<file path="src/rtl/lcmp_pkg.sv">
package lcmp_pkg;
    localparam int LANE_W   = 20;
    localparam int N_LANES  = 4;
    localparam int DATA_W   = 32;
    localparam int CNT_W    = 16;
    localparam int ADDR_W   = 3;
    localparam int REG_W    = 32;
    localparam int STAT_ADR = 4;
    localparam int CLR_ADR  = 5;

    typedef enum logic [1:0] {
        ST_CLEAN  = 2'd0,
        ST_FAULT  = 2'd1,
        ST_PINNED = 2'd2
    } trk_state_e;
endpackage

</file>
<file path="src/rtl/lane_slice.sv">
module lane_slice #(
    parameter int W = 20
) (
    input  logic         clk,
    input  logic         rst_n,
    input  logic         valid,
    input  logic [W-1:0] rx,
    input  logic [W-1:0] ex,
    input  logic [W-1:0] mask,
    output logic         diff_c,
    output logic         miss_q
);
    always_comb begin
        diff_c = |((rx ^ ex) & ~mask);
    end

    always_ff @(posedge clk) begin
        if (!rst_n) miss_q <= 1'b0;
        else        miss_q <= valid & diff_c;
    end

    // an edge without valid leaves the flag clear
    p_idle_quiet_r4: assert property (@(posedge clk) disable iff (!rst_n)
        !valid |=> !miss_q);
    // equal or fully masked input never flags
    p_masked_quiet_r3: assert property (@(posedge clk) disable iff (!rst_n)
        (valid && ((rx ^ ex) & ~mask) == '0) |=> !miss_q);
endmodule

</file>
<file path="src/rtl/mask_regs.sv">
module mask_regs #(
    parameter int W      = 20,
    parameter int N      = 4,
    parameter int DATA_W = 32,
    parameter int AW     = 3,
    parameter int RW     = 32
) (
    input  logic                clk,
    input  logic                rst_n,
    input  logic                wr_en,
    input  logic [AW-1:0]       wr_addr,
    input  logic [RW-1:0]       wr_data,
    output logic [N-1:0][W-1:0] masks
);
    localparam int IDX_W = (N > 1) ? $clog2(N) : 1;

    function automatic logic [W-1:0] rst_mask(input int lane);
        logic [W-1:0] m;
        for (int b = 0; b < W; b++) m[b] = ((lane * W + b) >= DATA_W);
        return m;
    endfunction

    for (genvar l = 0; l < N; l++) begin : g_mask
        localparam logic [W-1:0] RST_V = rst_mask(l);
        always_ff @(posedge clk) begin
            if (!rst_n) begin
                masks[l] <= RST_V;
            end else if (wr_en && wr_addr == AW'(l)) begin
                masks[l] <= wr_data[W-1:0];
            end
        end
    end

    // a mask changes only through a write to its address
    p_mask_hold_r9: assert property (@(posedge clk) disable iff (!rst_n)
        (!wr_en || wr_addr >= AW'(N)) |=> $stable(masks));

    logic [IDX_W-1:0] unused_idx;
    assign unused_idx = '0;
endmodule

</file>
<file path="src/rtl/err_fsm.sv">
module err_fsm
    import lcmp_pkg::*;
#(
    parameter int CW = 16
) (
    input  logic          clk,
    input  logic          rst_n,
    input  logic          hit,
    input  logic          clr,
    output logic          sticky,
    output logic [CW-1:0] count
);
    localparam logic [CW-1:0] CMAX  = '1;
    localparam logic [CW-1:0] CNEAR = CMAX - 1'b1;

    trk_state_e state, nxt;

    // state register
    always_ff @(posedge clk) begin
        if (!rst_n) state <= ST_CLEAN;
        else        state <= nxt;
    end

    // next state
    always_comb begin
        nxt = state;
        if (clr) begin
            nxt = ST_CLEAN;
        end else begin
            unique case (state)
                ST_CLEAN:  if (hit) nxt = (CMAX == 1) ? ST_PINNED : ST_FAULT;
                ST_FAULT:  if (hit && count == CNEAR) nxt = ST_PINNED;
                ST_PINNED: nxt = ST_PINNED;
                default:   nxt = ST_CLEAN;
            endcase
        end
    end

    // outputs
    always_ff @(posedge clk) begin
        if (!rst_n) begin
            count <= '0;
        end else if (clr) begin
            count <= '0;
        end else if (hit && state != ST_PINNED) begin
            count <= count + 1'b1;
        end
    end

    assign sticky = (state != ST_CLEAN);

    // sticky holds until a clear
    p_sticky_hold_r5: assert property (@(posedge clk) disable iff (!rst_n)
        (sticky && !clr) |=> sticky);
    // count never falls without a clear and rises by at most one
    p_cnt_step_r6: assert property (@(posedge clk) disable iff (!rst_n)
        !clr |=> (count == $past(count) || count == $past(count) + 1'b1));
    // saturated count stays put
    p_no_overflow_r7: assert property (@(posedge clk) disable iff (!rst_n)
        (count == CMAX && !clr) |=> count == CMAX);
    // clear empties the tracker
    p_clear_r8: assert property (@(posedge clk) disable iff (!rst_n)
        clr |=> (count == '0 && !sticky));
    // pinned state only with full count
    p_pinned_full_r10: assert property (@(posedge clk) disable iff (!rst_n)
        (state == ST_PINNED) |-> count == CMAX);
endmodule

</file>
<file path="src/rtl/lane_cmp_top.sv">
module lane_cmp_top
    import lcmp_pkg::*;
#(
    parameter int LW  = LANE_W,
    parameter int NL  = N_LANES,
    parameter int DW  = DATA_W,
    parameter int CW  = CNT_W,
    parameter int AW  = ADDR_W,
    parameter int RW  = REG_W
) (
    input  logic          clk,
    input  logic          rst_n,
    input  logic          cmp_valid,
    input  logic [DW-1:0] rx_word,
    input  logic [DW-1:0] exp_word,
    input  logic          wr_en,
    input  logic [AW-1:0] wr_addr,
    input  logic [RW-1:0] wr_data,
    input  logic [AW-1:0] rd_addr,
    output logic [RW-1:0] rd_data,
    output logic [NL-1:0] lane_miss,
    output logic          err_sticky,
    output logic [CW-1:0] err_count
);
    localparam int PAD_W = NL * LW;
    localparam int IDX_W = (NL > 1) ? $clog2(NL) : 1;

    logic [PAD_W-1:0]       rx_pad, ex_pad;
    logic [NL-1:0][LW-1:0]  masks;
    logic [NL-1:0]          diff_c;
    logic                   hit, clr;

    assign rx_pad = {{(PAD_W - DW){1'b0}}, rx_word};
    assign ex_pad = {{(PAD_W - DW){1'b0}}, exp_word};

    mask_regs #(.W(LW), .N(NL), .DATA_W(DW), .AW(AW), .RW(RW)) u_masks (
        .clk(clk), .rst_n(rst_n), .wr_en(wr_en), .wr_addr(wr_addr),
        .wr_data(wr_data), .masks(masks)
    );

    for (genvar l = 0; l < NL; l++) begin : g_lane
        lane_slice #(.W(LW)) u_slice (
            .clk(clk), .rst_n(rst_n), .valid(cmp_valid),
            .rx(rx_pad[l*LW +: LW]), .ex(ex_pad[l*LW +: LW]),
            .mask(masks[l]), .diff_c(diff_c[l]), .miss_q(lane_miss[l])
        );
    end

    assign hit = cmp_valid && (|diff_c);
    assign clr = wr_en && (wr_addr == AW'(CLR_ADR)) && wr_data[0];

    err_fsm #(.CW(CW)) u_trk (
        .clk(clk), .rst_n(rst_n), .hit(hit), .clr(clr),
        .sticky(err_sticky), .count(err_count)
    );

    always_comb begin
        rd_data = '0;
        if (rd_addr < AW'(NL)) begin
            rd_data[LW-1:0] = masks[rd_addr[IDX_W-1:0]];
        end else if (rd_addr == AW'(STAT_ADR)) begin
            rd_data[0]             = err_sticky;
            rd_data[4 +: NL]       = lane_miss;
            rd_data[RW-1 -: CW]    = err_count;
        end
    end

    // any lane flag implies sticky, unless cleared on that edge
    p_flag_sets_sticky_r5: assert property (@(posedge clk) disable iff (!rst_n)
        (hit && !clr) |=> err_sticky);
    // sticky exactly when count nonzero
    p_sticky_count_r10: assert property (@(posedge clk) disable iff (!rst_n)
        err_sticky == (err_count != '0));
endmodule

</file>
<file path="config.mk">
export PLATFORM = sky130hd
export DESIGN_NAME = lane_cmp_top
export DESIGN_NICKNAME = d
export VERILOG_FILES = /design/src/rtl/lcmp_pkg.sv /design/src/rtl/lane_slice.sv /design/src/rtl/mask_regs.sv /design/src/rtl/err_fsm.sv /design/src/rtl/lane_cmp_top.sv
export SDC_FILE = /design/constraint.sdc
export NUM_CORES = 1
export LEC_CHECK = 0
export ABC_AREA = 1
export ABC_CLOCK_PERIOD_IN_PS = 1400
export BUFFER_PORTS_ARGS = -buffer_cell sky130_fd_sc_hd__buf_2
export CAP_MARGIN = 5
export CORE_MARGIN = 2
export CORE_UTILIZATION = 42
export CTS_BUF_LIST = sky130_fd_sc_hd__clkbuf_8 sky130_fd_sc_hd__clkbuf_16
export DETAILED_ROUTE_END_ITERATION = 8
export PLACE_DENSITY = 0.7
export SYNTH_ARGS = -nofsm -noshare
export SYNTH_HDL_FRONTEND = slang
export SYNTH_SLANG_ARGS = --single-unit
</file>
<file path="constraint.sdc">
create_clock -name clk -period 1.4 [get_ports clk]
set_input_delay 0.07 -clock clk [delete_from_list [all_inputs] [get_ports clk]]
set_output_delay 0.07 -clock clk [all_outputs]
set_load 0.03 [all_outputs]
</file>
==> results of run 1 <==
-- final cells by class --
| type | instances | area share |
|---|---|---|
| Multi-Input combinational cell | 592 | 0.402 |
| Timing Repair Buffer | 229 | 0.205 |
| Clock buffer | 11 | 0.0319 |
| Sequential cell | 100 | 0.258 |
| Inverter | 135 | 0.0648 |
| Clock inverter | 5 | 0.0104 |
| Tap cell | 172 | 0.0271 |
-- layer usage --
metal	GRT usage	part of all wire	vias to the layer above
li1	-	-	3138
met5	0	0	-
met4	0.0685	0.012	0
met3	0.0333	0.056	15
met1	0.329	0.48	2807
met2	0.378	0.46	188
-- flip-flops by register name, summed over array words and instances (netlist names) --
signal / count
u_trk.count: 16
u_trk.state: 2
g_lane.u_slice.miss_q: 2
u_masks.masks: 80
-- where the power goes --
part           internal [uW]  switching (uW)  total [uW]  leakage (uW)
Clock                   1670            1130        2800      0.000166
Sequential              2980            78.6        3060      0.000833
Combinational            787            1150        1940       0.00289
-- worst max-delay path, cell delays in order (launching register included) --
cell and delay, ns:
dfxtp_1 0.31, inv_1 0.05, buf_4 0.13, a21oi_2 0.12
o21ai_1 0.13, a21oi_2 0.20, buf_6 0.16
-- repair_timing --
action | CTS | global route
cloned | 0 | 1
resized for setup | 116 | 117
pin swaps | 28 | 66
setup endpoints to repair | 36 | 39
hold buffers | 12 | 0
hold endpoints to repair | 21 | 0
buffers inserted | 3 | 5
-- per-stage QoR --
stage / std cells / TNS, ns / hold slack [ns]
after global placement: 1207 / -2.19 / 0.320
after detailed placement: 1207 / -2.69 / 0.329
final: 1244 / -1.60 / 0.00650
after CTS: 1238 / -1.78 / 0.000276
after floorplan: 873 / -0.0225 / 0.193
after global routing: 1244 / -4.55 / 0.0262
-- cells by family after synthesis --
kind of cell    count (synthesis)  synth area share
other cells                     1          0.000678
xor+xnor                       14            0.0222
fa+ha+maj                       6            0.0136
compound gates                179             0.175
buf+inv                       181             0.132
simple gates                  391             0.295
flops                         100             0.362
-- cells in the final DEF, fill, tap and decap left out, drive strengths merged, types with 3 or more instances in the layout --
cell	instances
nand4	3
nor3	9
nand3	82
ha	6
buf	216
dlygate4sd3	12
a21oi	89
inv	136
clkbuf	12
nor2	70
xor2	14
o211ai	9
o21ai	80
nand2	223
dfxtp	100
-- worst min path at each step --
stage | from | to | slack (ns) | depth (start not counted)
after CTS | wr_data[18] | u_masks.masks[38] | 0.0003 | 3
after global placement | wr_data[0] | u_masks.masks[40] | 0.32 | 3
after floorplan | wr_data[2] | u_masks.masks[62] | 0.19 | 2
after detailed placement | wr_data[0] | u_masks.masks[40] | 0.33 | 3
final | wr_data[17] | u_masks.masks[57] | 0.007 | 3
after global routing | cmp_valid | g_lane[0].u_slice.miss_q | 0.03 | 3
==> metrics.cfg, run 1 <==
[clock_tree]
cts.sinks=100
cts_tree=yes
clockBufferDepth=2
cts_max_level=3
cts_root_buf=clkbuf_16
clk_pin_slew_ns=0.07
insertion_delay_ns=0.35
cts-buffers-inserted=9

[critical_path]
worstSetupEndpoint=rd_data[3]
crit_path_end_kind=primary output
reg2regPathDepth=12
rrSetupSlack_ns=-0.11
arrival_ns=1.45
cp_max_fo=2
worst_setup_path_start_kind=register
critPathKind=register to primary output
required_ns=1.33
rr_endpoint=u_trk.count[1]
startpoint=u_masks.masks[23]
rr_startpoint=u_masks.masks[11]

[place]
post-place-ws_ns=-0.162
gp_congestion=0.860
hpwlAfterDp_mm=12.0
io_buffer_count=144
postPlaceCellArea_mm2=0.00683

[run]
drv_cap=0

[global_route]
track_usage=0.236
grt_max_degree=82
grt_first_pass_wirelength_mm=27.2
overflow=0
antenna_found_initial=0
grt_pass1_vias=5702

[synthesis]
synth_ff_type=dfxtp_1
synth_warnings=0
yosys.area.top_type=dfxtp_1
async_reset_ff_frac=0
synth_top_area_frac=0.362
synth-seq-cells=100
synth_area_leaders=dfxtp_1, nand2_1, inv_1
ys_seq_area_frac=0.362
synth_edf_count=0
synthCells=872
avgSynthCellArea_um2=6.34
yosysMostFrequentCell=nand2_1
yosys-top-cells-count=nand2_1, inv_1, dfxtp_1
netlist_area_mm2=0.00553
yosysUniqueCellTypes=29

[final_layout]
n_antenna_cell=0
final_cell_area_mm2=0.00793
fin_util=0.624
final.fill_count=1170
final_nets=1179
syn2layout_area_growth_pct=43.4
multi_input_area_mm2=0.00319
layout-drive-gt1-share=0.377
seq_area_mm2=0.00205

[drt]
finalWirelength_mm=17.1
vias_per_cell=4.94
remaining_drc_errors=0
drtAntennaViolNets=0
drtPass1Iterations=5
vias=6148
drtIter0Drc=398
wire_per_inst_um=13.8

[floorplanning]
io_pins=159
dieArea_mm2=0.0141
start_util=0.435
rows=41
core_mm2=0.0127
die_h_um=119
die_w_um=119

[timing]
finalClockSkew_ns=0.00894
fmax_ghz=0.657
hold_viol_final=0
final-setup-viol-count=27
period_minus_slack_ns=1.52
worst_slack_ns=-0.123
rsz0062_at_grt=true
slew_violations=0
fin_crit_sh=1.09
maxSlewHeadroom=0.592
tightest_slew_ns=0.612

[power_and_ir_drop]
total_leakage_power_uw=0.00389
power_uw=7800
power.density_mw_per_mm2=983
ir_drop_mv=0.722

[outcome]
outcome=finished with violations
violations=setup timing

[min_path]
hp-class=primary input to register

Power figures use the tool's default switching activity.
==> run 2, diff against run 1 <==
--- a/config.mk
+++ b/config.mk
@@ -11,7 +11,7 @@
 export CAP_MARGIN = 5
 export CORE_MARGIN = 2
 export CORE_UTILIZATION = 42
-export CTS_BUF_LIST = sky130_fd_sc_hd__clkbuf_8 sky130_fd_sc_hd__clkbuf_16
+export CTS_BUF_LIST = sky130_fd_sc_hd__clkbuf_16
 export DETAILED_ROUTE_END_ITERATION = 8
 export PLACE_DENSITY = 0.7
 export SYNTH_ARGS = -nofsm -noshare
==> run 2 against run 1 <==
  * The run still ends with setup timing left
  * First-iteration DRC count is 3.5% lower
  * Total power is 1.4% lower
  * Worst hold slack worse by 0.0029 ns
  * Largest power group unchanged
==> metrics.cfg, run 2 (same netlist as run 1, synthesis figures left out) <==
[timing]
period_minus_slack_ns=1.54  ; +0.0135 ns
whs_ns=0.00359  ; -0.00291 ns
slew_violations=0  ; unchanged
fin_crit_sh=1.10  ; +0.00963
final-setup-viol-count=25  ; -7.4%
fmax_ghz=0.651  ; -0.88%
rsz0062_at_grt=true
finalClockSkew_ns=0.00893  ; -0.00000883 ns
finalSetupTns_ns=-1.71  ; -0.114 ns
maxSlewHeadroom=0.596  ; +0.00394
hold_viol_final=0  ; unchanged
worst_slack_ns=-0.136  ; -0.0135 ns
tightest_slew_ns=0.606  ; -0.00591 ns

[critical_path]
crit_path_end_kind=primary output
worst_setup_path_start_kind=register
arrival_ns=1.47  ; +0.02 ns
cp_slowest_stage_delay_ns=0.31  ; about the same
required_ns=1.33  ; about the same
critPathMostFrequentCell=a21oi_2
critical_path.slowest_cell=dfxtp_1
cp_max_fo=2  ; unchanged
critPathKind=register to primary output
crit_chain=inv_1 > buf_4 > a21oi_2 > o21ai_1 > a21oi_2 > buf_6

[power_and_ir_drop]
total_leakage_power_uw=0.00387  ; -0.39%
power.density_mw_per_mm2=971  ; -1.2%
ir_drop_mv=0.723  ; about the same

[place]
postPlaceCellArea_mm2=0.00683  ; unchanged
gp_congestion=0.860  ; unchanged
dp.cells=1207  ; unchanged
io_buffer_count=144  ; unchanged
post-place-ws_ns=-0.162  ; unchanged
hpwlAfterDp_mm=12.0  ; unchanged

[final_layout]
final.fill_count=1174  ; +0.34%
layout_commonest_cell=nand2_1
final_cell_mix=nand2_1, buf_2, inv_1, nand3_1, buf_4
largest_register_ffs=80  ; unchanged
n_antenna_cell=0  ; unchanged
seq_area_mm2=0.00205  ; unchanged
largestRegisters=u_masks.masks (80), u_trk.count (16)
final_cell_area_mm2=0.00792  ; -0.14%
stdcell_count=1245  ; +0.080%
syn2layout_area_growth_pct=43.2
top_register=u_masks.masks
multi_input_area_mm2=0.00319  ; about the same
layout-drive-gt1-share=0.375  ; -0.00222
final_nets=1180  ; +0.085%

[drt]
drtAntennaViolNets=0  ; unchanged
wire_per_inst_um=13.8  ; about the same
drtIter0Drc=384  ; -3.5%
drtPass1Iterations=5  ; unchanged
vias=6172  ; +0.39%
vias_per_cell=4.96  ; +0.31%
finalWirelength_mm=17.1  ; unchanged
remaining_drc_errors=0  ; unchanged

[global_route]
overflow=0  ; unchanged
grt_max_degree=82  ; unchanged
grt_pass1_vias=5700  ; -0.035%
track_usage=0.237  ; +0.00104
antenna_found_initial=0  ; unchanged
grt_first_pass_wirelength_mm=27.2  ; +0.18%

[floorplanning]
dieArea_mm2=0.0141  ; unchanged
io_pins=159  ; unchanged
rows=41  ; unchanged
die_w_um=119  ; unchanged
core_mm2=0.0127  ; unchanged
start_util=0.435  ; unchanged
die_h_um=119  ; unchanged

[clock_tree]
cts-buffers-inserted=9  ; unchanged
insertion_delay_ns=0.34  ; about the same
cts_tree=yes
cts_max_level=3  ; unchanged
cts.sinks=100  ; unchanged
clk_pin_slew_ns=0.07  ; about the same
clockBufferDepth=2  ; unchanged
cts_root_buf=clkbuf_16

[run]
drv_cap=0  ; unchanged

[min_path]
hp-class=primary input to register

[outcome]
violations=setup timing
outcome=finished with violations

run 2: cell count changes in the layout (fill, tap and decap cells not counted), sizes merged:
cell,delta
clkinv,+2
clkbuf,-2
buf,+1
run 2: path summary, 6_finish.rpt:
check | from | to | slack (ns) | cells after the start
worst max-delay path | u_masks.masks[23] | rd_data[3] | -0.14 | 6
worst min-delay path | wr_data[18] | u_masks.masks[38] | 0.004 | 3
worst max register to register | u_masks.masks[11] | u_trk.count[1] | -0.11 | 12
worst min register to register | u_masks.masks[69] | u_masks.masks[69] | 0.46 | 2
run 2: power breakdown:
group | internal, uW | switching [uW] | leakage, uW
clock network | 1560 | 1120 | 0.000155
registers | 2980 | 79.5 | 0.000833
logic | 793 | 1160 | 0.00288
run 2: critical path, delay by kind of cell, from the launching register on:
kind            cells  cell delay [ns]
flops               1             0.31
compound gates      3             0.47
buf+inv             3             0.34
run 2: final cells by class:
type	instances	area share
Multi-Input combinational cell	592	0.403
Sequential cell	100	0.259
Timing Repair Buffer	230	0.206
Inverter	135	0.0649
Clock buffer	9	0.0284
Tap cell	172	0.0272
Clock inverter	7	0.0114
run 2: what timing repair did:
item                                    CTS  global route
cloned                                    0             1
hold buffers                             12             0
endpoints found under the setup margin   36            39
buffers inserted                          3             7
pin swaps                                27            65
gates resized for setup                 118           116
hold endpoints to repair                 21             0
run 2: layer usage:
| layer | track usage | vias up | routed length (um) |
|---|---|---|---|
| met1 | 0.330 | 2826 | 8060 |
| met5 | 0 | - | 0 |
| met4 | 0.0737 | 0 | 248 |
| li1 | - | 3143 | - |
| met3 | 0.0338 | 18 | 996 |
| met2 | 0.377 | 185 | 7850 |
run 2: through the flow:
step,total power [uW],utilization
2_1_floorplan,4100,-
3_3_place_gp,4680,0.536
3_5_place_dp,4700,0.536
4_1_cts,7500,0.593
5_1_grt,8030,0.623
6_report,7690,0.623
